$ cat src/rtl/pwm_timer_pkg.sv
package pwm_timer_pkg;
  typedef enum logic [2:0] {
    MODE_NORMAL  = 3'd0,
    MODE_FREQ    = 3'd1,
    MODE_RSV2    = 3'd2,
    MODE_SSPWM   = 3'd3,
    MODE_RSV4    = 3'd4,
    MODE_DS_TOP  = 3'd5,
    MODE_DS_BOTH = 3'd6,
    MODE_DS_BOT  = 3'd7
  } wg_mode_e;

  function automatic logic is_dual(input wg_mode_e m);
    return (m == MODE_DS_TOP) || (m == MODE_DS_BOTH) || (m == MODE_DS_BOT);
  endfunction

  function automatic logic is_wave(input wg_mode_e m);
    return (m == MODE_FREQ) || (m == MODE_SSPWM) || is_dual(m);
  endfunction
endpackage

$ cat src/rtl/pwm_counter.sv
module pwm_counter
  import pwm_timer_pkg::*;
#(
  parameter int CNT_W = 16
) (
  input  logic             clk_i,
  input  logic             rst_ni,
  input  logic             tick_i,
  input  wg_mode_e         mode_i,
  input  logic [CNT_W-1:0] top_i,
  output logic [CNT_W-1:0] cnt_o,
  output logic             down_o,
  output logic             top_evt_o,
  output logic             bot_evt_o
);
  logic [CNT_W-1:0] cnt_q;
  logic             down_q;
  logic             dual, at_top, at_bot, top_zero;

  assign dual     = is_dual(mode_i);
  assign top_zero = (top_i == '0);
  assign at_top   = (cnt_q >= top_i) && !(dual && down_q);
  assign at_bot   = dual && down_q && (cnt_q == '0);

  always_ff @(posedge clk_i or negedge rst_ni) begin
    if (!rst_ni) begin
      cnt_q  <= '0;
      down_q <= 1'b0;
    end else if (tick_i) begin
      if (dual) begin
        if (!down_q) begin
          if (at_top) begin
            down_q <= 1'b1;
            cnt_q  <= top_zero ? '0 : top_i - 1'b1;
          end else begin
            cnt_q <= cnt_q + 1'b1;
          end
        end else if (cnt_q == '0) begin
          down_q <= 1'b0;
          cnt_q  <= top_zero ? '0 : {{(CNT_W-1){1'b0}}, 1'b1};
        end else begin
          cnt_q <= cnt_q - 1'b1;
        end
      end else begin
        down_q <= 1'b0;
        cnt_q  <= at_top ? '0 : cnt_q + 1'b1;
      end
    end
  end

  assign cnt_o     = cnt_q;
  assign down_o    = down_q;
  assign top_evt_o = tick_i && at_top;
  assign bot_evt_o = tick_i && at_bot;

  // direction turns up after the bottom tick
  a_r3_turn_at_bottom: assert property (@(posedge clk_i) disable iff (!rst_ni)
    (tick_i && dual && down_q && cnt_q == '0) |=> !down_q);
  // single-direction modes wrap to zero at TOP
  a_r1_wrap_to_zero: assert property (@(posedge clk_i) disable iff (!rst_ni)
    (tick_i && !dual && cnt_q >= top_i) |=> (cnt_q == '0));
  // idle cycles hold the count
  a_r1_hold_idle: assert property (@(posedge clk_i) disable iff (!rst_ni)
    !tick_i |=> $stable(cnt_q));
endmodule

$ cat src/rtl/pwm_cmp_bank.sv
module pwm_cmp_bank #(
  parameter int CNT_W = 16,
  parameter int N_CH  = 4
) (
  input  logic                        clk_i,
  input  logic                        rst_ni,
  input  logic                        upd_i,
  input  logic [N_CH-1:0]             buf_wr_i,
  input  logic [CNT_W-1:0]            buf_data_i,
  input  logic [N_CH-1:0]             cmp_en_i,
  input  logic                        auto_lock_i,
  input  logic                        lock_wr_i,
  input  logic                        lock_wdata_i,
  output logic [N_CH-1:0][CNT_W-1:0]  cmp_o,
  output logic [N_CH-1:0]             valid_o,
  output logic                        lock_o
);
  logic [N_CH-1:0][CNT_W-1:0] buf_q, cmp_q;
  logic [N_CH-1:0]            bv_q;
  logic                       lock_q, auto_prev_q;
  logic                       do_xfer, all_valid;

  assign do_xfer   = upd_i && !lock_q;
  assign all_valid = ((bv_q & cmp_en_i) == cmp_en_i);

  always_ff @(posedge clk_i or negedge rst_ni) begin
    if (!rst_ni) begin
      buf_q <= '0;
      cmp_q <= '0;
      bv_q  <= '0;
    end else begin
      for (int i = 0; i < N_CH; i++) begin
        if (do_xfer && bv_q[i]) cmp_q[i] <= buf_q[i];
        if (buf_wr_i[i]) begin
          buf_q[i] <= buf_data_i;
          bv_q[i]  <= 1'b1;
        end else if (do_xfer) begin
          bv_q[i]  <= 1'b0;
        end
      end
    end
  end

  always_ff @(posedge clk_i or negedge rst_ni) begin
    if (!rst_ni) begin
      lock_q      <= 1'b0;
      auto_prev_q <= 1'b0;
    end else begin
      auto_prev_q <= auto_lock_i;
      if (auto_lock_i) begin
        if (!auto_prev_q)              lock_q <= 1'b1;
        else if (lock_q && all_valid)  lock_q <= 1'b0;
        else if (do_xfer)              lock_q <= 1'b1;
      end else if (lock_wr_i) begin
        lock_q <= lock_wdata_i;
      end
    end
  end

  assign cmp_o   = cmp_q;
  assign valid_o = bv_q;
  assign lock_o  = lock_q;

  a_r8_hold_when_locked: assert property (@(posedge clk_i) disable iff (!rst_ni)
    (upd_i && lock_q) |=> $stable(cmp_q));
  a_r7_write_sets_valid: assert property (@(posedge clk_i) disable iff (!rst_ni)
    (|buf_wr_i) |=> ((bv_q & $past(buf_wr_i)) == $past(buf_wr_i)));
  a_r9_relock_on_update: assert property (@(posedge clk_i) disable iff (!rst_ni)
    (auto_lock_i && $past(auto_lock_i) && upd_i && !lock_q) |=> lock_q);
  a_r10_lock_steady: assert property (@(posedge clk_i) disable iff (!rst_ni)
    (!auto_lock_i && !lock_wr_i) |=> $stable(lock_q));
endmodule

$ cat src/rtl/pwm_wave_ch.sv
module pwm_wave_ch
  import pwm_timer_pkg::*;
#(
  parameter int CNT_W = 16
) (
  input  logic             clk_i,
  input  logic             rst_ni,
  input  logic             tick_i,
  input  wg_mode_e         mode_i,
  input  logic [CNT_W-1:0] cnt_i,
  input  logic             down_i,
  input  logic [CNT_W-1:0] cmp_i,
  input  logic             top_evt_i,
  output logic             wave_o,
  output logic             match_o
);
  logic wave_q;

  assign match_o = tick_i && (cnt_i == cmp_i);

  always_ff @(posedge clk_i or negedge rst_ni) begin
    if (!rst_ni) begin
      wave_q <= 1'b0;
    end else begin
      unique case (mode_i)
        MODE_FREQ:  if (match_o) wave_q <= ~wave_q;
        MODE_SSPWM: begin
          if (top_evt_i)    wave_q <= 1'b1;
          else if (match_o) wave_q <= 1'b0;
        end
        MODE_DS_TOP, MODE_DS_BOTH, MODE_DS_BOT:
                    if (match_o) wave_q <= down_i;
        default:    wave_q <= wave_q;
      endcase
    end
  end

  assign wave_o = wave_q;

  a_r1_no_wave_change: assert property (@(posedge clk_i) disable iff (!rst_ni)
    (mode_i inside {MODE_NORMAL, MODE_RSV2, MODE_RSV4}) |=> $stable(wave_q));
  a_r4_toggle_on_match: assert property (@(posedge clk_i) disable iff (!rst_ni)
    (mode_i == MODE_FREQ && match_o) |=> (wave_q != $past(wave_q)));
endmodule

$ cat src/rtl/pwm_timer.sv
module pwm_timer
  import pwm_timer_pkg::*;
#(
  parameter int CNT_W = 16,
  parameter int N_CH  = 4
) (
  input  logic                  clk_i,
  input  logic                  rst_ni,
  input  logic                  tick_i,
  input  logic [2:0]            mode_i,
  input  logic [CNT_W-1:0]      per_i,
  input  logic [N_CH-1:0]       cmp_en_i,
  input  logic                  auto_lock_i,
  input  logic                  lock_wr_i,
  input  logic                  lock_wdata_i,
  input  logic [N_CH-1:0]       buf_wr_i,
  input  logic [CNT_W-1:0]      buf_data_i,
  input  logic [N_CH-1:0]       port_val_i,
  input  logic [N_CH-1:0]       ext_ovr_en_i,
  input  logic [N_CH-1:0]       ext_ovr_val_i,
  output logic [N_CH-1:0]       pin_o,
  output logic                  ovf_o,
  output logic [N_CH-1:0]       cmp_flag_o,
  output logic [CNT_W-1:0]      cnt_o,
  output logic                  count_down_o,
  output logic                  lock_o,
  output logic [N_CH-1:0]       buf_valid_o,
  output logic [N_CH*CNT_W-1:0] cmp_o
);
  wg_mode_e                   mode;
  logic [CNT_W-1:0]           top_val, cnt;
  logic                       down, top_evt, bot_evt, upd, ovf_d, ovf_q, wave_en;
  logic [N_CH-1:0][CNT_W-1:0] cmp_arr;
  logic [N_CH-1:0]            wave, match, flag_q;

  assign mode    = wg_mode_e'(mode_i);
  assign top_val = (mode == MODE_FREQ) ? cmp_arr[0] : per_i;
  assign upd     = is_dual(mode) ? bot_evt : top_evt;
  assign wave_en = is_wave(mode);

  always_comb begin
    unique case (mode)
      MODE_DS_BOTH: ovf_d = top_evt || bot_evt;
      MODE_DS_BOT:  ovf_d = bot_evt;
      default:      ovf_d = top_evt;
    endcase
  end

  pwm_counter #(.CNT_W(CNT_W)) u_cnt (
    .clk_i, .rst_ni, .tick_i, .mode_i(mode), .top_i(top_val),
    .cnt_o(cnt), .down_o(down), .top_evt_o(top_evt), .bot_evt_o(bot_evt)
  );

  pwm_cmp_bank #(.CNT_W(CNT_W), .N_CH(N_CH)) u_bank (
    .clk_i, .rst_ni, .upd_i(upd), .buf_wr_i, .buf_data_i, .cmp_en_i,
    .auto_lock_i, .lock_wr_i, .lock_wdata_i,
    .cmp_o(cmp_arr), .valid_o(buf_valid_o), .lock_o
  );

  for (genvar g = 0; g < N_CH; g++) begin : g_ch
    pwm_wave_ch #(.CNT_W(CNT_W)) u_wave (
      .clk_i, .rst_ni, .tick_i, .mode_i(mode), .cnt_i(cnt), .down_i(down),
      .cmp_i(cmp_arr[g]), .top_evt_i(top_evt),
      .wave_o(wave[g]), .match_o(match[g])
    );
    // priority: external override, then enabled waveform, then port value
    assign pin_o[g] = ext_ovr_en_i[g] ? ext_ovr_val_i[g]
                    : (wave_en && cmp_en_i[g]) ? wave[g] : port_val_i[g];
  end

  always_ff @(posedge clk_i or negedge rst_ni) begin
    if (!rst_ni) begin
      ovf_q  <= 1'b0;
      flag_q <= '0;
    end else begin
      ovf_q  <= ovf_d;
      flag_q <= match;
    end
  end

  assign ovf_o        = ovf_q;
  assign cmp_flag_o   = flag_q;
  assign cnt_o        = cnt;
  assign count_down_o = down;
  assign cmp_o        = cmp_arr;

  a_r5_ovf_needs_tick: assert property (@(posedge clk_i) disable iff (!rst_ni)
    !tick_i |=> !ovf_q);
  a_r6_flag_needs_tick: assert property (@(posedge clk_i) disable iff (!rst_ni)
    !tick_i |=> (flag_q == '0));
endmodule

$ cat config.mk
export PLATFORM = sky130hd
export DESIGN_NAME = pwm_timer
export DESIGN_NICKNAME = d
export VERILOG_FILES = /design/src/rtl/pwm_timer_pkg.sv /design/src/rtl/pwm_counter.sv /design/src/rtl/pwm_cmp_bank.sv /design/src/rtl/pwm_wave_ch.sv /design/src/rtl/pwm_timer.sv
export SDC_FILE = /design/constraint.sdc
export NUM_CORES = 1
export LEC_CHECK = 0
export BUFFER_PORTS_ARGS = -buffer_cell sky130_fd_sc_hd__buf_2
export CAP_MARGIN = 10
export CORE_MARGIN = 2
export CORE_UTILIZATION = 25
export DETAILED_ROUTE_END_ITERATION = 7
export PLACE_DENSITY_LB_ADDON = 0.1
export SLEW_MARGIN = 0
export SYNTH_ARGS = -nofsm -noshare
export SYNTH_HDL_FRONTEND = slang
export SYNTH_SLANG_ARGS = --single-unit
$ cat constraint.sdc
create_clock -name clk_i -period 5.59 [get_ports clk_i]
set_clock_uncertainty 0.05 [all_clocks]
set_input_delay 1.118 -clock clk_i [delete_from_list [all_inputs] [get_ports clk_i]]
set_output_delay 1.118 -clock clk_i [all_outputs]
set_load 0.02 [all_outputs]
==> insert_results.sql <==
INSERT INTO impl_metrics (metric_group, metric, value, unit) VALUES
('critical_path', 'worst_r2r_path_depth', '9', ''),
('min_path', 'hold_path_class', 'reg2reg', ''),
('critical_path', 'critical_path_peak_fanout', '10', ''),
('synth', 'post_synth.cell_area_avg', '11.2', 'µm²'),
('drt', 'routedWlPerCell', '21.4', 'µm'),
('drt', 'pre_repair_dr_iteration_count', '4', ''),
('status', 'outcome', 'finished clean', ''),
('critical_path', 'endpoint_kind', 'register', ''),
('layout', 'footprint_of_the_multi_input_gates', '0.00452', 'mm²'),
('synth', 'synthFlopType', 'dfrtp_1', ''),
('sta', 'max_freq', '220', 'MHz'),
('die', 'top_level_ports', '156', ''),
('place', 'hpwl', '22800', 'µm'),
('place', 'dpl-instance-area', '0.0101', 'mm²'),
('die', 'die_area', '0.0366', 'mm²'),
('clock_network', 'hold_buffers', '0', ''),
('clock_network', 'ctsLongestPathBuffers', '2', ''),
('power', 'power.density_cell_area', '538', 'mW/mm²'),
('global_routing', 'vias_in_the_first_global_route', '6914', ''),
('die', 'core-area', '0.0345', 'mm²'),
('clock_network', 'clkLatencyLatePin', '0.45', 'ns'),
('layout', 'fill_cells', '3638', ''),
('die', 'row_count', '68', ''),
('synth', 'netlist_instances', '785', ''),
('sta', 'unrepaired_setup_endpoints_after_global_routing', 'no', ''),
('synth', 'yosysWarningCount', '0', ''),
('min_path', 'min_from', 'u_bank.auto_prev_q$_DFF_PN0_', ''),
('drt', 'antenna_left', '0', ''),
('power', 'power.clock.fraction', '21.7', '%'),
('power', 'power.combinational.fraction', '41.8', '%'),
('global_routing', 'grt.overflow.total', '0', ''),
('min_path', 'worst_hold_path.num_cells', '1', ''),
('layout', 'layout.nets', '1016', ''),
('critical_path', 'worst_ep_arrival_time', '4.78', 'ns'),
('sta', 'worst_slew_margin_rel', '27.3', '%'),
('clock_network', 'numClockSinks', '160', ''),
('critical_path', 'crit_path_start_kind', 'input port', ''),
('place', 'globalplace.congestion', '0.810', ''),
('layout', 'seq_area', '0.00400', 'mm²'),
('die', 'die_width', '191', 'µm'),
('sta', 'worst_slew_pin_slew', '1.07', 'ns'),
('synth', 'syn-cell-area', '0.00877', 'mm²'),
('clock_network', 'number_of_cts_inserted_buffers', '17', ''),
('global_routing', 'global_route.usage.total', '16.8', '%'),
('global_routing', 'grt_antenna_before_repair', '0', ''),
('clock_network', 'cts-htree-levels', '4', ''),
('synth', 'synth.ff_latch_count', '160', ''),
('drt', 'route.layer.met1.wl', '14200', 'µm'),
('synth', 'synth_enable_flop_cells', '0', ''),
('power', 'internal_power', '3200', 'µW'),
('layout', 'synthToLayoutAreaGrowth', '22.2', '%'),
('critical_path', 'setup.worst_path.class', 'in2reg', ''),
('place', 'detailedPlace.worstSlack', '0.592', 'ns'),
('power', 'peakVddDrop', '0.000258', 'V'),
('drt', 'route.detailed.drc', '0', ''),
('drt', 'routed-via-count', '6697', ''),
('layout', 'num_antenna_cells', '0', ''),
('run', 'maxCapViolCount', '0', ''),
('synth', 'ys_types', '62', ''),
('critical_path', 'worst_r2r_startpoint', 'u_cnt.cnt_o[0]$_DFFE_PN0P_', ''),
('synth', 'synth_sequential_area_ratio', '45.6', '%'),
('layout', 'fraction_of_final_layout_cells_sized_beyond_drive_strength_1', '37.5', '%'),
('global_routing', 'grt_pass1_wl', '45000', 'µm'),
('clock_network', 'cts.repair_timing.setup_buffer_count', '0', ''),
('layout', 'fin_area', '0.0107', 'mm²'),
('power', 'p_sw', '2560', 'µW'),
('sta', 'post-route-min-period', '4.55', 'ns'),
('place', 'portBuffers', '155', ''),
('clock_network', 'cts-root-buf', 'clkbuf_16', ''),
('clock_network', 'tritoncts_clock_tree', 'built', ''),
('power', 'p_seq_share', '36.5', '%');
per-layer routing:
layer,vias to the layer above,global-route usage (%)
met5,-,0
met4,0,3.49
met3,17,2.79
met2,128,27.9
met1,3384,22.9
li1,3168,-
logic make-up (layout without fill, tap and decap cells):
kind of cell | after synthesis | in the layout | share of synthesized area, %
buffers and inverters | 59 | 223 | 2.95
and+or+nand+nor | 187 | 187 | 10.9
AOI/OAI and AO/OA | 120 | 120 | 9.68
xor gates and xnor gates | 84 | 84 | 8.39
adders and majority gates | 19 | 19 | 2.71
muxes | 156 | 156 | 19.7
DFF | 160 | 160 | 45.6
power by group through the flow:
stage / sequential [µW] / clock, µW / combinational [µW]
floorplan: 2190 / 0 / 1340
global placement: 2150 / 0 / 2440
detailed placement: 2150 / 0 / 2440
CTS: 2120 / 1290 / 2450
global route: 2180 / 1350 / 2640
finish: 2110 / 1250 / 2410
final cells by class:
| cell class | count | area share (%) |
|---|---|---|
| inverter | 16 | 0.560 |
| clock inverter | 13 | 1.52 |
| timing repair buffer | 175 | 8.82 |
| tap | 455 | 5.31 |
| clock buffer | 19 | 4.23 |
| sequential | 160 | 37.4 |
| multi-input combinational | 566 | 42.2 |
state kept, by name (all words and copies together) (netlist names):
signal              flops
cmp_flag_o              4
u_cnt.down_o            1
u_bank.auto_prev_q      1
u_bank.cmp_o           64
ovf_o                   1
u_bank.lock_o           1
g_ch.u_wave.wave_o      4
u_cnt.cnt_o            16
u_bank.valid_o          4
u_bank.buf_q           64
stage by stage:
step                      utilization, %  power [µW]  hold slack [ns]  cells
after floorplan                        -        3530            0.393    785
after global placement              29.2        4590            0.400   1372
after detailed placement            29.2        4590            0.411   1372
after CTS                           31.0        5870            0.422   1404
after global routing                31.0        6170            0.457   1404
final                               31.0        5770            0.415   1404
worst max-delay path, delay by kind of cell:
family	cells	cell delay, ns
adder cells (fa/ha/maj)	1	0.29
AND/OR/NAND/NOR	2	0.89
buffers and inverters	2	0.37
multiplexers	1	0.23
AO/OA/AOI/OAI	5	1.87
path summary, 6_finish.rpt:
kind | slack (ns) | endpoint
worst max-delay path | 1.04 | u_cnt.cnt_o[0]$_DFFE_PN0P_
worst min-delay path | 0.41 | u_bank.lock_o$_DFFE_PN0P_
worst max register to register | 1.68 | u_cnt.cnt_o[0]$_DFFE_PN0P_
worst min register to register | 0.41 | u_bank.lock_o$_DFFE_PN0P_
max in group asynchronous | 3.83 | u_bank.valid_o[0]$_DFFE_PN0P_
min in group asynchronous | 0.69 | u_cnt.cnt_o[8]$_DFFE_PN0P_
synth_stat cells (15+ instances only):
library cell / instances / area, µm²
mux2_2: 135 / 1520
nor3_1: 29 / 145
o21ai_0: 26 / 130
clkbuf_1: 28 / 105
nor2_1: 27 / 101
nor4_1: 23 / 144
nand2_1: 48 / 180
ha_1: 19 / 238
inv_1: 16 / 60.1
mux2i_1: 21 / 210
a21oi_1: 15 / 75.1
dfrtp_1: 160 / 4000
xor2_1: 72 / 631
placed cells by master (no fill, tap or decap), drive strengths merged, types with 3 or more instances in the layout:
cell type	synthesis	layout
buf	15	175
dfrtp	160	160
mux2	135	135
xor2	72	72
nand2	48	48
o21ai	31	31
nor3	29	29
nor2	27	27
inv	16	24
nor4	23	23
mux2i	21	21
ha	19	19
clkbuf	28	19
a21oi	15	15
nand3	14	14
xnor2	12	12
o211ai	10	10
nand4	9	9
o22ai	9	9
a21o	7	7
nor2b	5	5
a22oi	4	4
o221ai	4	4
or2	4	4
or3	4	4
nand2b	4	4
a221oi	4	4
or4	4	4
a31oi	3	3
and4	3	3
and3	3	3
a221o	3	3
nor4b	3	3
o21a	3	3
and2	3	3
a311oi	3	3
a211oi	3	3
Note: power is estimated with default switching activity, not from simulation.
